===== src/rtl/path_ptr_pkg.sv =====
package path_ptr_pkg;
  // Strobes issued by the control to the tag storage, already prioritised.
  typedef struct packed {
    logic clearAll;
    logic doCopy;
    logic doWrite;
  } ptr_strobe_t;
endpackage


===== src/rtl/path_ptr_ctrl.sv =====
module path_ptr_ctrl
  import path_ptr_pkg::*;
#(
  parameter int L     = 4,
  parameter int LOG_N = 4,
  localparam int PW   = (L > 1) ? $clog2(L) : 1,
  localparam int SW   = $clog2(LOG_N + 1),
  localparam int NST  = LOG_N - 1
) (
  input  logic             clk,
  input  logic             rstN,
  input  logic             startCw,
  input  logic             wrEn,
  input  logic [SW-1:0]    wrStage,
  input  logic             copyEn,
  input  logic             bitDone,
  input  logic             bitFrozen,
  output ptr_strobe_t      strobe,
  output logic [LOG_N-1:0] bitIdx,
  output logic [SW-1:0]    topStage,
  output logic             selNeeded
);
  localparam logic [SW-1:0]    LAST_STAGE = SW'(NST);
  localparam logic [LOG_N-1:0] LAST_BIT   = '1;

  logic stageOk;
  assign stageOk = (wrStage != '0) && (wrStage <= LAST_STAGE);

  always_comb begin
    strobe.clearAll = startCw;
    strobe.doCopy   = copyEn && !startCw;
    strobe.doWrite  = wrEn && stageOk && !copyEn && !startCw;
  end

  always_ff @(posedge clk or negedge rstN) begin
    if (!rstN)          bitIdx <= '0;
    else if (startCw)   bitIdx <= '0;
    else if (bitDone)   bitIdx <= bitIdx + 1'b1;
  end

  // Highest stage to recompute: LOG_N minus position of highest set bit.
  always_comb begin
    logic found;
    found    = 1'b0;
    topStage = SW'(LOG_N);
    for (int b = LOG_N - 1; b >= 0; b--) begin
      if (!found && bitIdx[b]) begin
        found    = 1'b1;
        topStage = SW'(LOG_N - b);
      end
    end
  end

  assign selNeeded = !bitFrozen || (bitIdx == LAST_BIT);
endmodule


===== src/rtl/path_ptr_dp.sv =====
module path_ptr_dp
  import path_ptr_pkg::*;
#(
  parameter int L     = 4,
  parameter int LOG_N = 4,
  localparam int PW   = (L > 1) ? $clog2(L) : 1,
  localparam int SW   = $clog2(LOG_N + 1),
  localparam int NST  = LOG_N - 1,
  localparam int SIW  = (NST > 1) ? $clog2(NST) : 1
) (
  input  logic            clk,
  input  logic            rstN,
  input  ptr_strobe_t     strobe,
  input  logic [PW-1:0]   wrPath,
  input  logic [SW-1:0]   wrStage,
  input  logic [L*PW-1:0] copyParents,
  input  logic [SW-1:0]   rdStage,
  output logic [L*PW-1:0] rdPtr
);
  localparam logic [SW-1:0] LAST_STAGE = SW'(NST);

  logic [PW-1:0] tagMem [L][NST];
  logic [SIW-1:0] wIdx, rIdx;
  logic rdOk;

  assign wIdx = SIW'(wrStage - SW'(1));
  assign rIdx = SIW'(rdStage - SW'(1));
  assign rdOk = (rdStage != '0) && (rdStage <= LAST_STAGE);

  // Non-blocking updates: every parent row is sampled before any write.
  always_ff @(posedge clk or negedge rstN) begin
    if (!rstN) begin
      for (int l = 0; l < L; l++)
        for (int s = 0; s < NST; s++) tagMem[l][s] <= '0;
    end else if (strobe.clearAll) begin
      for (int l = 0; l < L; l++)
        for (int s = 0; s < NST; s++) tagMem[l][s] <= '0;
    end else if (strobe.doCopy) begin
      for (int l = 0; l < L; l++)
        for (int s = 0; s < NST; s++)
          tagMem[l][s] <= tagMem[copyParents[l*PW +: PW]][s];
    end else if (strobe.doWrite) begin
      tagMem[wrPath][wIdx] <= wrPath;
    end
  end

  for (genvar l = 0; l < L; l++) begin : g_rd
    assign rdPtr[l*PW +: PW] = rdOk ? tagMem[l][rIdx] : '0;
  end
endmodule


===== src/rtl/path_ptr_table.sv =====
module path_ptr_table
  import path_ptr_pkg::*;
#(
  parameter int L     = 4,
  parameter int LOG_N = 4,
  localparam int PW   = (L > 1) ? $clog2(L) : 1,
  localparam int SW   = $clog2(LOG_N + 1)
) (
  input  logic             clk,
  input  logic             rstN,
  input  logic             startCw,
  input  logic             wrEn,
  input  logic [PW-1:0]    wrPath,
  input  logic [SW-1:0]    wrStage,
  input  logic             copyEn,
  input  logic [L*PW-1:0]  copyParents,
  input  logic [SW-1:0]    rdStage,
  output logic [L*PW-1:0]  rdPtr,
  input  logic             bitDone,
  input  logic             bitFrozen,
  output logic [LOG_N-1:0] bitIdx,
  output logic [SW-1:0]    topStage,
  output logic             selNeeded
);
  ptr_strobe_t strobe;

  path_ptr_ctrl #(.L(L), .LOG_N(LOG_N)) u_ctrl (
    .clk(clk), .rstN(rstN), .startCw(startCw), .wrEn(wrEn),
    .wrStage(wrStage), .copyEn(copyEn), .bitDone(bitDone),
    .bitFrozen(bitFrozen), .strobe(strobe), .bitIdx(bitIdx),
    .topStage(topStage), .selNeeded(selNeeded)
  );

  path_ptr_dp #(.L(L), .LOG_N(LOG_N)) u_dp (
    .clk(clk), .rstN(rstN), .strobe(strobe), .wrPath(wrPath),
    .wrStage(wrStage), .copyParents(copyParents), .rdStage(rdStage),
    .rdPtr(rdPtr)
  );
endmodule



===== config.mk =====
export PLATFORM = sky130hd
export DESIGN_NAME = path_ptr_table
export DESIGN_NICKNAME = d
export VERILOG_FILES = /design/src/rtl/path_ptr_pkg.sv /design/src/rtl/path_ptr_ctrl.sv /design/src/rtl/path_ptr_dp.sv /design/src/rtl/path_ptr_table.sv
export SDC_FILE = /design/constraint.sdc
export NUM_CORES = 1
export LEC_CHECK = 0
export ABC_AREA = 1
export BUFFER_PORTS_ARGS = -buffer_cell sky130_fd_sc_hd__buf_2
export CAP_MARGIN = 40
export CORE_ASPECT_RATIO = 0.5
export CORE_MARGIN = 2
export CORE_UTILIZATION = 52
export DETAILED_ROUTE_END_ITERATION = 10
export PLACE_DENSITY = 0.75
export SYNTH_ARGS = -nofsm -noshare
export SYNTH_HDL_FRONTEND = slang
export SYNTH_HIERARCHICAL = 1
export SYNTH_SLANG_ARGS = --single-unit

===== constraint.sdc =====
create_clock -name clk -period 1.8 [get_ports clk]
set_input_delay 0.09 -clock clk [delete_from_list [all_inputs] [get_ports clk]]
set_output_delay 0.09 -clock clk [all_outputs]
set_load 0.01 [all_outputs]

==> flow_metrics.py <==
metrics = {
    "cells_and_area": {
        "areaGrowthSynthToFinish_pct": 11.4,
        "n_fill_cell": 447,
        "finish.utilization_pct": 59.5,
        "final_cell_mix": "nand2_1, nor2_1, inv_1",
        "final_common_cell": "nand2_1",
        "antennaDiodeCount": 0,
        "multi_input_area_um2": 1380,
        "stdcell_area_um2": 2580,
        "nets": 448,
        "finalNonFillerCells": 477,
        "post_route_cells_drive_above_1_share_pct": 15.7,
        "seqCellArea_um2": 701,
    },
    "placement": {
        "dpl_cell_area_um2": 2530,
        "portBuffers": 38,
        "placed_cells": 473,
        "gp_routability_congestion": 0.986,
        "dp_hpwl_um": 5710,
    },
    "floorplanning": {
        "rows": 17,
        "die_w_um": 98.4,
        "io_pins": 39,
        "core_area_um2": 4340,
        "start_util_pct": 53.4,
        "die-area_um2": 5040,
        "fp.dieH_um": 51.2,
    },
    "drt": {
        "wl_um": 7230,
        "ant_nets": 0,
        "firstDrtPassIters": 5,
        "wl_per_cell_um": 15.2,
        "drc_errors": 0,
        "drt_iter0_markers": 227,
        "vias": 2697,
        "vias_per_cell": 5.65,
    },
    "worst_setup_path": {
        "path_max_fanout": 17,
        "timing.rr.end": "u_dp/tagMem[7]$_DFFE_PN0P_",
        "crit_family": "adder cells",
        "cp.depth": 7,
        "worstRegToRegCells": 6,
        "worstSetupPathType": "in -> out",
        "cp_common_cell": "buf_2",
        "crit_path_top_delay_cell": "ha_1",
        "crit_required_ps": 1710,
        "path_buf_inv": 3,
        "r2r_setup_slack_ps": 740,
        "cp-end-kind": "primary output",
        "crit_arrival_ps": 1370,
        "worstSetupStartpointType": "primary input",
        "crit_chain": "buf_2 -> inv_1 -> ha_1 -> o21ai_0 -> a21oi_1 -> nor3_1 -> buf_2",
        "slowest_delay_ps": 560,
        "rr_startpoint": "u_dp/tagMem[19]$_DFFE_PN0P_",
    },
    "clock_tree": {
        "clock_latency_ps": 280,
        "clockRootBuffer": "clkbuf_8",
        "tritoncts": "done",
        "clockBufferDepth": 2,
        "clkSlewWorstSetupHoldPaths_ps": 100,
        "clock_sinks": 28,
        "htreeDepth": 1,
        "cts_buffers": 3,
        "cts_resized": 0,
    },
    "sta": {
        "whs_ps": 113,
        "fin_crit_ps": 1460,
        "setup_viol": 0,
        "max-slew-margin-rel_pct": 55.2,
        "skew_ps": 2.24,
        "grt_setup_unrepaired": "no",
        "max_freq_mhz": 687,
        "period_share_pct": 80.9,
        "finalSetupTns_ps": 0,
        "maxSlewViolCount": 0,
        "tightest_slew_ps": 672,
        "finalHoldViolations": 0,
    },
    "logic_synthesis": {
        "synth-warning-count": 6,
        "synth_seq_cells": 28,
        "ys_dominant_reg_cell": "dfrtp_1",
        "syn_area_um2": 2320,
        "synthesis.instances": 387,
        "yosysSeqAreaShare_pct": 30.2,
        "postSynth.asyncResetShare_pct": 100,
        "synthDistinctLibCells": 24,
        "synth_edf_count": 0,
        "postSynthAreaPerCell_um2": 5.99,
        "synth_fp_nets": 413,
    },
    "pwr": {
        "ir_drop_uv": 393,
        "leakagePower_nw": 1.36,
        "p_per_area_nw_per_um2": 615,
    },
    "global_route": {
        "antenna_found_initial": 0,
        "grt_overflow": 0,
        "grt_usage_pct": 29.5,
        "grt_pass1_wl_um": 11500,
        "grt_max_degree": 29,
        "grt_pass1_vias": 2317,
    },
    "status": {
        "status": "finished, final reports clean",
    },
    "worst_hold_path": {
        "min_delay_path_depth": 3,
        "hold_path.class": "in -> reg",
        "worstHoldEndpoint": "u_ctrl/bitIdx[0]$_DFFE_PN0P_",
        "hp-start": "bitDone",
    },
    "job": {
        "cap_violations": 0,
    },
}
kinds of logic (layout without fill, tap and decap cells):
logic type,after synthesis,count (layout),synth area share [%]
flops,28,28,30.2
fa+ha+maj,3,3,1.62
simple gates,216,216,39.2
buf+inv,59,92,10.3
compound gates,81,81,18.6
layer usage:
layer  share of wire [%]  global-route usage, %  vias up
li1                    -                      -     1302
met1                  44                   43.7     1247
met2                  43                   44.1      146
met3                  12                   7.66        2
met4                0.24                   4.57        0
met5                   0                      0        -
area by class of cell:
class                   instances  area share (%)
multi-input cells             300            53.3
flip-flops and latches         28            27.1
repair buffers                 40            8.04
inverters                      49            7.12
well taps                      57            2.76
clock buffers                   3            1.60
repair_timing:
action | 4_1_cts | 5_1_grt
buffers inserted | 0 | 0
hold buffers | 1 | 0
hold endpoints to repair | 28 | 0
worst max path at each step:
stage                     from                          end  slack (ps)
floorplan           rdStage[0]                     rdPtr[2]         290
global placement       startCw  u_dp/tagMem[21]$_DFFE_PN0P_         300
detailed placement     startCw  u_dp/tagMem[20]$_DFFE_PN0P_         230
CTS                 rdStage[0]                     rdPtr[5]         370
global route        rdStage[0]                     rdPtr[7]         190
finish              rdStage[0]                     rdPtr[5]         340
cell usage after synthesis, types with 4 or more instances:
master | n | area (um2)
nor3_1 | 8 | 40.0
a21oi_1 | 36 | 180
inv_2 | 5 | 18.8
nor2_1 | 59 | 221
buf_2 | 4 | 20.0
o211ai_1 | 5 | 37.5
nor2_2 | 6 | 37.5
o21ai_0 | 34 | 170
nand2_2 | 5 | 31.3
nand2_1 | 108 | 405
dfrtp_1 | 28 | 701
nand3_1 | 24 | 120
inv_1 | 44 | 165
state kept, by name (all words and copies together), names as in the netlist:
register / cells
u_ctrl/bitIdx: 4
u_dp/tagMem: 24
power breakdown:
part           switching (W)  internal, W
clock               0.000206     0.000151
sequential         0.0000601     0.000677
combinational       0.000334     0.000160
total               0.000600     0.000988
worst min-delay path: cells and delay by family:
family,cells,cell delay [ps]
buf+inv,1,140
simple gates,2,140
per-stage QoR:
step | power (W) | setup WS, ps
4_1_cts | 0.00158 | 368
6_report | 0.00159 | 344
5_1_grt | 0.00169 | 190
3_5_place_dp | 0.00123 | 229
2_1_floorplan | 0.00105 | 289
3_3_place_gp | 0.00122 | 300
Power figures use the tool's default switching activity.
